$ cat src/rtl/fuse_pkg.sv
package fuse_pkg;

    localparam int REG_AW   = 8;
    localparam int WORD_W   = 32;
    localparam int FADDR_W  = 10;
    localparam int FADDR_LSB = 16;

    localparam logic [REG_AW-1:0] OFF_STAT = 8'h18;
    localparam logic [REG_AW-1:0] OFF_DATA = 8'h20;
    localparam logic [REG_AW-1:0] OFF_CTRL = 8'h24;

    localparam logic [WORD_W-1:0] FILL_MULT = 32'h9E37_79B1;

    typedef enum logic [1:0] {
        SEQ_IDLE   = 2'd0,
        SEQ_ACCESS = 2'd1,
        SEQ_DONE   = 2'd2
    } seq_state_e;

    typedef struct packed {
        logic [FADDR_W-1:0] waddr;
        logic               rd;
        logic               en;
    } ctrl_t;

    function automatic logic [WORD_W-1:0] pack_ctrl(input ctrl_t c);
        logic [WORD_W-1:0] v;
        v = '0;
        v[0] = c.en;
        v[1] = c.rd;
        v[FADDR_LSB +: FADDR_W] = c.waddr;
        return v;
    endfunction

    function automatic ctrl_t unpack_ctrl(input logic [WORD_W-1:0] v);
        ctrl_t c;
        c.en    = v[0];
        c.rd    = v[1];
        c.waddr = v[FADDR_LSB +: FADDR_W];
        return c;
    endfunction

    function automatic logic [WORD_W-1:0] fuse_fill(input int unsigned idx);
        logic [WORD_W-1:0] n;
        n = WORD_W'(idx + 1);
        return n * FILL_MULT;
    endfunction

endpackage

$ cat src/rtl/fuse_array.sv
module fuse_array
    import fuse_pkg::*;
#(
    parameter int NWORDS = 32,
    localparam int IDX_W = $clog2(NWORDS)
) (
    input  logic [IDX_W-1:0]  idx,
    output logic [WORD_W-1:0] word
);

    logic [WORD_W-1:0] cells [NWORDS];

    for (genvar g = 0; g < NWORDS; g++) begin : g_cell
        assign cells[g] = fuse_fill(g);
    end

    assign word = cells[idx];

endmodule

$ cat src/rtl/fuse_seq.sv
module fuse_seq
    import fuse_pkg::*;
#(
    parameter int ACC_CYCLES = 8,
    localparam int CNT_W = $clog2(ACC_CYCLES + 1)
) (
    input  logic clk,
    input  logic rst,
    input  logic start,
    output logic busy,
    output logic done_evt
);

    seq_state_e       state_q;
    logic [CNT_W-1:0] cnt_q;

    assign busy     = (state_q != SEQ_IDLE);
    assign done_evt = (state_q == SEQ_ACCESS) && (cnt_q == '0);

    always_ff @(posedge clk) begin
        if (rst) begin
            state_q <= SEQ_IDLE;
            cnt_q   <= '0;
        end else begin
            unique case (state_q)
                SEQ_IDLE: begin
                    if (start) begin
                        state_q <= SEQ_ACCESS;
                        cnt_q   <= CNT_W'(ACC_CYCLES - 1);
                    end
                end
                SEQ_ACCESS: begin
                    if (cnt_q == '0) state_q <= SEQ_DONE;
                    else             cnt_q   <= cnt_q - 1'b1;
                end
                SEQ_DONE:   state_q <= SEQ_IDLE;
                default:    state_q <= SEQ_IDLE;
            endcase
        end
    end

    // an accepted start always enters the access phase
    a_r3_start_enters: assert property (@(posedge clk) disable iff (rst)
        start |=> (state_q == SEQ_ACCESS));

    // completion phase lasts one cycle
    a_r3_done_returns: assert property (@(posedge clk) disable iff (rst)
        (state_q == SEQ_DONE) |=> (state_q == SEQ_IDLE));

    // register block never issues a start while busy
    a_r6_no_start_busy: assert property (@(posedge clk) disable iff (rst)
        !(start && busy));

    // counter stays inside its window
    a_r3_cnt_bound: assert property (@(posedge clk) disable iff (rst)
        cnt_q <= CNT_W'(ACC_CYCLES - 1));

endmodule

$ cat src/rtl/fuse_regs.sv
module fuse_regs
    import fuse_pkg::*;
#(
    parameter int NWORDS = 32,
    localparam int IDX_W = $clog2(NWORDS)
) (
    input  logic               clk,
    input  logic               rst,
    input  logic               bus_valid,
    input  logic               bus_write,
    input  logic [REG_AW-1:0]  bus_addr,
    input  logic [WORD_W-1:0]  bus_wdata,
    output logic [WORD_W-1:0]  bus_rdata,
    input  logic               busy,
    input  logic               done_evt,
    input  logic [WORD_W-1:0]  fuse_word,
    output logic               start,
    output logic [IDX_W-1:0]   word_idx
);

    ctrl_t             ctrl_q, ctrl_d;
    logic              finish_q;
    logic [WORD_W-1:0] dout_q;
    logic [WORD_W-1:0] rdata_q;
    logic              wr_ctrl, wr_stat, rd_req;
    ctrl_t             wr_val;

    assign wr_ctrl = bus_valid && bus_write && (bus_addr == OFF_CTRL);
    assign wr_stat = bus_valid && bus_write && (bus_addr == OFF_STAT);
    assign rd_req  = bus_valid && !bus_write;
    assign wr_val  = unpack_ctrl(bus_wdata);

    assign start    = wr_ctrl && !busy && wr_val.en && wr_val.rd;
    assign word_idx = ctrl_q.waddr[IDX_W-1:0];

    always_comb begin
        ctrl_d = ctrl_q;
        if (wr_ctrl && !busy) ctrl_d = wr_val;
        else if (done_evt)    ctrl_d.rd = 1'b0;
    end

    always_ff @(posedge clk) begin
        if (rst) begin
            ctrl_q   <= '0;
            finish_q <= 1'b0;
            dout_q   <= '0;
            rdata_q  <= '0;
        end else begin
            ctrl_q <= ctrl_d;
            if (done_evt)                     finish_q <= 1'b1;
            else if (wr_stat && bus_wdata[0]) finish_q <= 1'b0;
            if (done_evt) dout_q <= fuse_word;
            if (rd_req) begin
                unique case (bus_addr)
                    OFF_CTRL: rdata_q <= pack_ctrl(ctrl_q);
                    OFF_STAT: rdata_q <= {{(WORD_W-1){1'b0}}, finish_q};
                    OFF_DATA: rdata_q <= dout_q;
                    default:  rdata_q <= '0;
                endcase
            end
        end
    end

    assign bus_rdata = rdata_q;

    // data register moves only on completion
    a_r4_dout_hold: assert property (@(posedge clk) disable iff (rst)
        !done_evt |=> $stable(dout_q));

    // finish is sticky unless a one is written to it
    a_r7_finish_sticky: assert property (@(posedge clk) disable iff (rst)
        (finish_q && !(wr_stat && bus_wdata[0])) |=> finish_q);

    // read request drops after completion
    a_r5_rd_selfclear: assert property (@(posedge clk) disable iff (rst)
        done_evt |=> !ctrl_q.rd);

    // control writes during an access leave the register alone
    a_r6_busy_hold: assert property (@(posedge clk) disable iff (rst)
        (busy && !done_evt && wr_ctrl) |=> $stable(ctrl_q));

endmodule

$ cat src/rtl/fuse_auto_reader.sv
module fuse_auto_reader
    import fuse_pkg::*;
#(
    parameter int NWORDS     = 32,
    parameter int ACC_CYCLES = 8
) (
    input  logic              clk,
    input  logic              rst,
    input  logic              bus_valid,
    input  logic              bus_write,
    input  logic [7:0]        bus_addr,
    input  logic [31:0]       bus_wdata,
    output logic [31:0]       bus_rdata
);

    localparam int IDX_W = $clog2(NWORDS);

    logic              start, busy, done_evt;
    logic [IDX_W-1:0]  word_idx;
    logic [WORD_W-1:0] fuse_word;

    fuse_regs #(.NWORDS(NWORDS)) u_regs (
        .clk       (clk),
        .rst       (rst),
        .bus_valid (bus_valid),
        .bus_write (bus_write),
        .bus_addr  (bus_addr),
        .bus_wdata (bus_wdata),
        .bus_rdata (bus_rdata),
        .busy      (busy),
        .done_evt  (done_evt),
        .fuse_word (fuse_word),
        .start     (start),
        .word_idx  (word_idx)
    );

    fuse_seq #(.ACC_CYCLES(ACC_CYCLES)) u_seq (
        .clk      (clk),
        .rst      (rst),
        .start    (start),
        .busy     (busy),
        .done_evt (done_evt)
    );

    fuse_array #(.NWORDS(NWORDS)) u_array (
        .idx  (word_idx),
        .word (fuse_word)
    );

endmodule

$ cat config.mk
export PLATFORM = sky130hd
export DESIGN_NAME = fuse_auto_reader
export DESIGN_NICKNAME = d
export VERILOG_FILES = /design/src/rtl/fuse_pkg.sv /design/src/rtl/fuse_array.sv /design/src/rtl/fuse_seq.sv /design/src/rtl/fuse_regs.sv /design/src/rtl/fuse_auto_reader.sv
export SDC_FILE = /design/constraint.sdc
export NUM_CORES = 1
export LEC_CHECK = 0
export BUFFER_PORTS_ARGS = -buffer_cell sky130_fd_sc_hd__buf_4
export CAP_MARGIN = 15
export CORE_MARGIN = 4
export CORE_UTILIZATION = 59
export DETAILED_ROUTE_END_ITERATION = 12
export GPL_TIMING_DRIVEN = 1
export PLACE_DENSITY_LB_ADDON = 0.1
export SETUP_SLACK_MARGIN = 0.4
export SKIP_LAST_GASP = 1
export SYNTH_ARGS = -nofsm -noshare
export SYNTH_HDL_FRONTEND = slang
export SYNTH_SLANG_ARGS = --single-unit
$ cat constraint.sdc
create_clock -name clk -period 3.85 [get_ports clk]
set_input_delay 0 -clock clk [delete_from_list [all_inputs] [get_ports clk]]
set_output_delay 0 -clock clk [all_outputs]
set_load 0.1 [all_outputs]
## After elaboration in Yosys (flattened, before gate mapping)

Memories as Yosys holds them, arrays and structs flattened. A register that Yosys moved wholly into a read port is not among the register bits.
Cells that the tools add are included.

| cells by class | value |
|---|---|
| bitwise operators | 1 |
| muxes and demuxes | 11 |
| eq/ne operators | 7 |
| reductions and logical operators | 19 |
| add/sub/neg operators | 1 |

Operators by type and width:

| kind | number |
|---|---|
| 32-bit one-hot mux with 3 select lines | 1 |
| 8-bit by 6-bit equality test with 1-bit output, second input constant | 2 |
| 1-bit logical AND | 9 |
| 8-bit by 5-bit equality test with 1-bit output, second input constant | 1 |
| 4-bit 2-to-1 mux | 2 |
| 4-bit one-hot mux with 2 select lines | 1 |
| 2-bit nonzero test | 4 |
| 2-bit inequality test, second input constant | 3 |
| 5-bit inverter with 6-bit output | 1 |
| 4-bit zero test | 1 |
| 1-bit 2-to-1 mux | 4 |
| 2-bit 2-to-1 mux | 2 |
| 2-bit one-hot mux with 2 select lines | 1 |
| 4-bit by 1-bit subtractor with 4-bit output, second input constant | 1 |
| 3-bit AND reduction | 1 |
| 2-bit by 1-bit equality test with 1-bit output, second input constant | 1 |
| 1-bit zero test | 2 |
| 2-bit zero test | 1 |
| 2-bit AND reduction | 1 |

| word-level totals | value |
|---|---|
| memories kept | 1 |
| output and inout port bits | 32 |
| register bits after elaboration | 51 |
| input bits | 44 |
| memory bits (read-only) | 1024 |

Memory list:

| memory | words | width | rd ports | clocked after memory_dff | write ports | RTL line | text |
|---|---|---|---|---|---|---|---|
| (no name shown) | 32 | 32 | 1 | 1 | 0 | fuse_array.sv:17 | `assign word = cells[idx];` |

## Depth between registers and ports, before layout

Gate-level depths: netlist (run 1).

| depth | value |
|---|---|
| depth in word-level cells | 7 |
| mapped depth | 9 |
| gate-level depth less buffers | 6 |

## By module

From an unflattened synthesis (run 1), not the netlist that was laid out.

| second synthesis, totals | value |
|---|---|
| cell total of the unflattened synthesis | 567 |
| area, all modules | 4763.3 um2 |

By module, submodules not included:

| module | times used | sequential area each (um2) | cells an instance | area an instance (um2) |
|---|---|---|---|---|
| fuse_regs | 1 | 1541.5 | 360 | 3299.4 |
| fuse_array | 1 | 0.0 | 177 | 1179.9 |
| fuse_seq | 1 | 120.1 | 30 | 284.0 |

## Worst setup path before layout (run 1)

Ideal clock, no wire load.

| timing path | value |
|---|---|
| path kind | register -> register |
| from | reg u_regs.ctrl_q, in the netlist u_regs.word_idx[1] |
| to | reg u_regs.dout_q[22] |
| arrival | 2452 ps |
| setup time | 71 ps |
| buffers on the path | 3 |
| path slack | 1328 ps |
| clock period less this slack | 2522 ps |
| stages on the path, launching flop included | 10 |
| data required time | 3779 ps |
| cell sequence | dfxtp_1 clkbuf_1 buf_2 inv_1 ha_1 clkbuf_1 nand2_1 o2111a_1 or4_1 a21oi_1 |

| on the way | value |
|---|---|
| longest elaborated chain between the ends | 1 |

Ends and longest elaborated chain:

| item | RTL line | text |
|---|---|---|
| from (decl) | fuse_regs.sv:21 | `ctrl_t ctrl_q, ctrl_d;` |
| from (signal assigned) | fuse_regs.sv:49 | `ctrl_q <= ctrl_d;` |
| 5-bit inverter with 6-bit output (not written as such) | fuse_array.sv:17 |  |
| to (decl) | fuse_regs.sv:23 | `logic [WORD_W-1:0] dout_q;` |

No other way between the ends.
A chain may end at the register's enable or synchronous reset.

## Worst setup path after layout (run 1)

| timing path | value |
|---|---|
| from | reg u_regs.ctrl_q, in the netlist u_regs.word_idx[0] |
| to | reg u_regs.dout_q[10] |

Same word-level chain as after synthesis.

==> impl_metrics.json, run 1 <==
{
  "hp-class": "in -> reg",
  "grt.total_usage_pct": 25.9,
  "fin_crit_sh_pct": 63.3,
  "path_class": "reg -> reg",
  "power_leakage_nw": 1.79,
  "holdCritStartpoint": "bus_addr[5]",
  "avgSynthCellArea_um2": 8.50,
  "synthMuxAreaShare_pct": 6.72,
  "area_growth_pct": 17.4,
  "ir_worst_vdd_v": 0.000199,
  "relSlewSlack_pct": 41.2,
  "initial_utilization_pct": 61.4,
  "final_area_mm2": 0.00498,
  "seqPwrFrac_pct": 56.8,
  "fin_total_pwr_mw": 1.51,
  "yosysTopAreaCell": "dfxtp_1",
  "cp-startpoint": "u_regs.word_idx[0]",
  "p_int_mw": 1.15,
  "reg2reg_from": "u_regs.word_idx[0]",
  "cts_made_buffers": 9,
  "cp_top_family": "simple AND/OR/NAND/NOR gates",
  "fin_ws_ns": 1.41,
  "path_buf_inv": 2,
  "fp.dieH_um": 92.8,
  "min_path_cells": 4,
  "routedWlPerCell_um": 16.7,
  "grt_pass1_wl_um": 18200,
  "cts.sinks": 83,
  "vias_per_cell": 6.05,
  "ys_warn_count": 0,
  "slowest_delay_ns": 0.58,
  "switching_share_pct": 24.1,
  "clockRootBuffer": "clkbuf_8",
  "report.final.hold_viol_count": 0,
  "ys_types": 61,
  "rrSetupSlack_ns": 1.41,
  "dp_hpwl_um": 7200,
  "synth.most_common_cell": "dfxtp_1",
  "synthSimpleGateAreaFrac_pct": 18.5,
  "synth_common_cells": "83 x dfxtp_1, 80 x nor2_1, 33 x clkbuf_1",
  "synth_top_area_share_pct": 39.2,
  "placed_cell_area_mm2": 0.00467,
  "synth_compound_gate_area_share_pct": 25.6,
  "cts_hold_buf": 12,
  "critPathSlowestCell": "ha_1",
  "rsz0062_at_grt": "false",
  "die-area_mm2": 0.00861,
  "syn_area_mm2": 0.00424,
  "combPwrFrac_pct": 4.4,
  "ys_async_sr_fraction_pct": 0,
  "setup_viol": 0,
  "skew_ns": 0.0108,
  "path_clk_slew_ns": 0.09,
  "synth_edf_count": 0,
  "synth_nets": 555,
  "antenna_cells": 0,
  "num_rows": 30,
  "grt_max_degree": 83,
  "critPathRequiredTime_ns": 4.11,
  "drive_above_1_share_pct": 19.9,
  "ys_seq_elements": 83,
  "gp_congestion": 0.892,
  "first_global_vias": 3676,
  "port_buffers": 55,
  "ios": 76,
  "p_switching_mw": 0.365,
  "cts_buffer_depth": 2,
  "cts_tree": "built",
  "cp.arrival_ns": 2.70,
  "postCtsSetupRepairBufs": 0,
  "period_needed_ns": 2.44,
  "yosys-top-cells-area": "dfxtp_1 39%, nor2_1 7.1%, a22oi_1 5.5%, ha_1 3.5%, mux2i_1 3.5%",
  "crit_path_start_kind": "flip-flop",
  "clock_latency_ns": 0.35,
  "rr_worst_depth": 7,
  "drt-initial-drc-count": 329,
  "outcome": "completed",
  "place_ws_ns": 1.45,
  "multiInputGateArea_mm2": 0.00234,
  "path_cells": "buf_4, inv_1, ha_1, nand2b_1, a21oi_1, or4_1, a311oi_1",
  "synthAdderAreaFrac_pct": 3.54,
  "fmax_mhz": 410,
  "r2r-end": "u_regs.dout_q[10]",
  "gr-total-overflow": 0,
  "synth_cells": 499,
  "dr_total_vias": 3894,
  "drc": 0,
  "h-tree-depth": 3,
  "postRouteAntennaNets": 0,
  "power_density_mw_per_mm2": 303,
  "synth_top_family_by_area": "compound AO/OA/AOI/OAI gates",
  "drv_slew": 0,
  "synth_xor_area_share_pct": 0.826,
  "cp_max_fo": 18,
  "nets": 599,
  "synth_flop_cell": "dfxtp_1",
  "n_fill_cell": 563,
  "drt-total-wl_um": 10800,
  "whs_endpoint": "u_regs.bus_rdata[0]",
  "cts_resized": 0,
  "drt_pass1_iterations": 5,
  "antenna_found_initial": 0,
  "tns_ns": 0,
  "ys_seq_area_share_pct": 39.2,
  "fp.dieW_um": 92.8,
  "tightest_slew_ns": 0.881,
  "clockPowerShare_pct": 38.8,
  "seqCellArea_mm2": 0.00166,
  "end_kind": "flip-flop",
  "core_area_mm2": 0.00691,
  "maxCapViolations": 0
}
[metrics by stage]
stage                     instances  utilization (%)  hold slack, ns
after floorplan                 499                -           0.136
after global placement          616             67.7           0.236
after detailed placement        616             67.7           0.244
after CTS                       644             72.1          0.0710
after global routing            644             72.1           0.143
final                           644             72.1          0.0830
[metal layers]
| metal | part of all wire [%] | wire, um | GRT usage, % | up-vias |
|---|---|---|---|---|
| met5 | 0 | 0 | 0 | - |
| met4 | 1.9 | 201 | 8.67 | 0 |
| met3 | 5.4 | 577 | 4.14 | 17 |
| met2 | 46 | 4970 | 40.3 | 126 |
| met1 | 47 | 5020 | 36.5 | 1850 |
| li1 | - | - | - | 1901 |
[logic make-up after synthesis]
| group | after synthesis |
|---|---|
| buffers and inverters | 58 |
| DFF | 83 |
| AOI/OAI and AO/OA | 150 |
| muxes | 27 |
| and+or+nand+nor | 165 |
| xor gates and xnor gates | 4 |
| adders and majority gates | 12 |
[final cells by class]
| type | instances | area share (%) |
|---|---|---|
| Multi-Input combinational cell | 358 | 47.1 |
| Sequential cell | 83 | 33.4 |
| Timing Repair Buffer | 79 | 12.5 |
| Clock buffer | 10 | 2.76 |
| Tap cell | 96 | 2.41 |
| Clock inverter | 6 | 0.980 |
| Inverter | 12 | 0.904 |
[worst max path at each step]
| stage | slack (ns) | end | cells past startpoint |
|---|---|---|---|
| finish | 1.41 | u_regs.dout_q[10] | 7 |
| detailed placement | 1.45 | u_regs.dout_q[10] | 7 |
| floorplan | 1.33 | u_regs.dout_q[22] | 9 |
| CTS | 1.42 | u_regs.dout_q[10] | 7 |
| global route | 1.21 | u_regs.dout_q[10] | 7 |
| global placement | 1.46 | u_regs.dout_q[10] | 7 |
[power groups by stage]
stage	clock, mW	combinational (mW)	sequential (mW)
finish	0.587	0.0665	0.858
floorplan	0	0.0302	0.878
detailed placement	0	0.0563	0.878
global route	0.637	0.0720	0.858
CTS	0.600	0.0659	0.858
global placement	0	0.0551	0.878
[placed cells by master (no fill, tap or decap), types with 6 or more instances in the layout]
cell type and count:
mux2i_1 15, nor2_1 80, a211oi_1 14, dlygate4sd3_1 12
inv_1 11, a311oi_1 8, dfxtp_1 83, a21oi_1 29
o211ai_1 8, buf_4 67, o21ai_0 15, nor2b_1 7
nand3_1 6, ha_1 12, clkbuf_8 10, nor3_1 6
mux2_2 12, a22oi_1 31, nand2_1 30, nand2b_1 12
[tightest hold or removal path, delay by kind of cell]
| family | cells | cell delay (ns) |
|---|---|---|
| buf+inv | 1 | 0.09 |
| compound gates | 2 | 0.23 |
| simple gates | 1 | 0.06 |
[sequential cells by signal, indices dropped and copies added (netlist names)]
| register | count |
|---|---|
| u_seq.state_q | 2 |
| u_regs.bus_rdata | 32 |
| u_regs.ctrl_q | 7 |
| u_seq.cnt_q | 4 |
| u_regs.dout_q | 32 |
| u_regs.finish_q | 1 |
| u_regs.word_idx | 5 |
No activity file was read; power rests on OpenSTA's default activity.
==> run 2: changes to the inputs <==
--- a/config.mk
+++ b/config.mk
@@ -8,7 +8,7 @@
 export BUFFER_PORTS_ARGS = -buffer_cell sky130_fd_sc_hd__buf_4
 export CAP_MARGIN = 15
 export CORE_MARGIN = 4
-export CORE_UTILIZATION = 59
+export CORE_UTILIZATION = 50
 export DETAILED_ROUTE_END_ITERATION = 12
 export GPL_TIMING_DRIVEN = 1
 export PLACE_DENSITY_LB_ADDON = 0.1
==> constraint.sdc (replaced) <==
create_clock -name clk -period 2.1 [get_ports clk]
set_input_delay 0 -clock clk [delete_from_list [all_inputs] [get_ports clk]]
set_output_delay 0 -clock clk [all_outputs]
set_load 0.1 [all_outputs]
==> run 2 against run 1 <==
Effect of this change: clock power increased by 110%; clock skew decreased by 0.0011 ns; via count grew 3.6%; final cell count rose by 5.6%; maximum frequency grew 35%; sequential cell count unchanged; first-iteration DRC count increased by 8.5%; global-route usage is 2.1 points lower; critical path depth down 1; hold slack worse by 0.039 ns; combinational power grew 98%; critical path type unchanged; highest routed layer unchanged.
==> impl_metrics.json, run 2 (synthesis results as in run 1) <==
{
  "fp.dieH_um": 100,
  "p_switching_mw": 0.733,
  "clockPowerShare_pct": 42.0,
  "antenna_found_initial": 0,
  "fp.dieW_um": 100,
  "gp_congestion": 0.935,
  "rsz0062_at_grt": "true",
  "drive_above_1_share_pct": 29.7,
  "switching_share_pct": 25.0,
  "h-tree-depth": 3,
  "cts.sinks": 83,
  "dr_total_vias": 4035,
  "routedWlPerCell_um": 18.1,
  "drt-initial-drc-count": 357,
  "area_growth_pct": 31.2,
  "path_buf_inv": 2,
  "drc": 0,
  "clockRootBuffer": "clkbuf_8",
  "hp-class": "in -> reg",
  "ios": 76,
  "cp_top_family": "simple AND/OR/NAND/NOR gates",
  "wl_met1_um": 5850,
  "critPathSlowestCell": "or4_4",
  "nets": 626,
  "utilization_pct": 67.7,
  "ir_worst_vdd_v": 0.000473,
  "drv_slew": 0,
  "path_cells": "buf_6, ha_1, inv_1, o2111a_1, or4_4, a21oi_1",
  "critPathRequiredTime_ns": 2.39,
  "cts_buffer_depth": 2,
  "crit_path_start_kind": "flip-flop",
  "cp.arrival_ns": 2.09,
  "first_global_vias": 3693,
  "grt_pass1_wl_um": 18900,
  "outcome": "completed",
  "hold_ws_ns": 0.0444,
  "fmax_mhz": 555,
  "fin_total_pwr_mw": 2.93,
  "dp_hpwl_um": 7660,
  "met3_length_um": 655,
  "layout_commonest_cell": "buf_4",
  "path_clk_slew_ns": 0.10,
  "top_layer_used": "met4",
  "seqPwrFrac_pct": 53.6,
  "cts_tree": "built",
  "period_needed_ns": 1.80,
  "cp_max_fo": 17,
  "core_area_mm2": 0.00822,
  "power_density_mw_per_mm2": 527,
  "num_rows": 33,
  "power_leakage_nw": 2.04,
  "postRouteAntennaNets": 0,
  "initial_utilization_pct": 51.6,
  "p_int_mw": 2.20,
  "clock_latency_ns": 0.36,
  "gr-total-overflow": 0,
  "report.final.hold_viol_count": 0,
  "tns_ns": 0,
  "cts_made_buffers": 9,
  "relSlewSlack_pct": 68.7,
  "die-area_mm2": 0.0100,
  "slowest_delay_ns": 0.48,
  "drt-total-wl_um": 12300,
  "port_buffers": 55,
  "final_cell_mix": "82 x buf_4, 79 x nor2_1, 77 x dfxtp_1, 31 x a22oi_1, 28 x a21oi_1",
  "maxCapViolations": 0,
  "skew_ns": 0.00964,
  "met2_length_um": 5660,
  "drt_pass1_iterations": 5,
  "vias_per_cell": 5.93,
  "fin_crit_sh_pct": 85.8,
  "setup_viol": 0,
  "end_kind": "flip-flop",
  "tightest_slew_ns": 0.470,
  "antenna_cells": 0,
  "path_class": "reg -> reg",
  "grt_max_degree": 43,
  "combPwrFrac_pct": 4.5,
  "grt.total_usage_pct": 23.8
}
## run 2: per-layer routing
metal  track usage [%]  up-vias
met5                 0        -
met4              5.18        0
met3              3.89       24
met2              37.6      132
met1              34.2     1918
li1                  -     1961
## run 2: layout make-up
cell class / count / area (um^2)
flip-flops and latches: 83 / 1670
well taps: 105 / 131
fillers: 694 / 2650
clock buffers: 9 / 124
clock inverters: 7 / 82.6
repair buffers: 106 / 953
inverters: 12 / 53.8
multi-input cells: 358 / 2550
## run 2: tightest hold or removal path, delay by kind of cell
family / cells / cell delay, ns
AO/OA/AOI/OAI: 2 / 0.22
AND/OR/NAND/NOR: 1 / 0.05
buffers and inverters: 1 / 0.09
## run 2: path summary, 6_finish.rpt
check	startpoint	endpoint	slack, ns	cells past startpoint
worst max-delay path	u_regs.word_idx[0]	u_regs.dout_q[22]	0.30	6
worst min-delay path	bus_addr[5]	u_regs.bus_rdata[0]	0.04	4
worst max register to register	u_regs.word_idx[0]	u_regs.dout_q[22]	0.30	6
worst min register to register	u_regs.dout_q[16]	u_regs.dout_q[16]	0.46	2
## run 2: what timing repair did
item | CTS | global route
buffers inserted | 11 | 2
setup endpoints to repair | 28 | 47
pin swaps | 6 | 9
hold buffers | 13 | 0
cloned | 2 | 3
resized for setup | 19 | 26
endpoints found under the hold margin | 17 | 0
## run 2: per-stage QoR
stage / setup WS [ns] / instance area (um^2) / std cells
after floorplan: 0.183 / 4340 / 499
after global placement: 0.199 / 4830 / 633
after detailed placement: 0.195 / 4830 / 633
after CTS: 0.268 / 5370 / 675
after global routing: 0.240 / 5570 / 680
final: 0.299 / 5570 / 680
## run 2: power groups by stage
stage / sequential (mW) / clock, mW / combinational (mW)
detailed placement: 1.61 / 0 / 0.109
CTS: 1.57 / 1.24 / 0.129
finish: 1.57 / 1.23 / 0.132
global route: 1.57 / 1.32 / 0.141
floorplan: 1.61 / 0 / 0.0561
global placement: 1.61 / 0 / 0.107
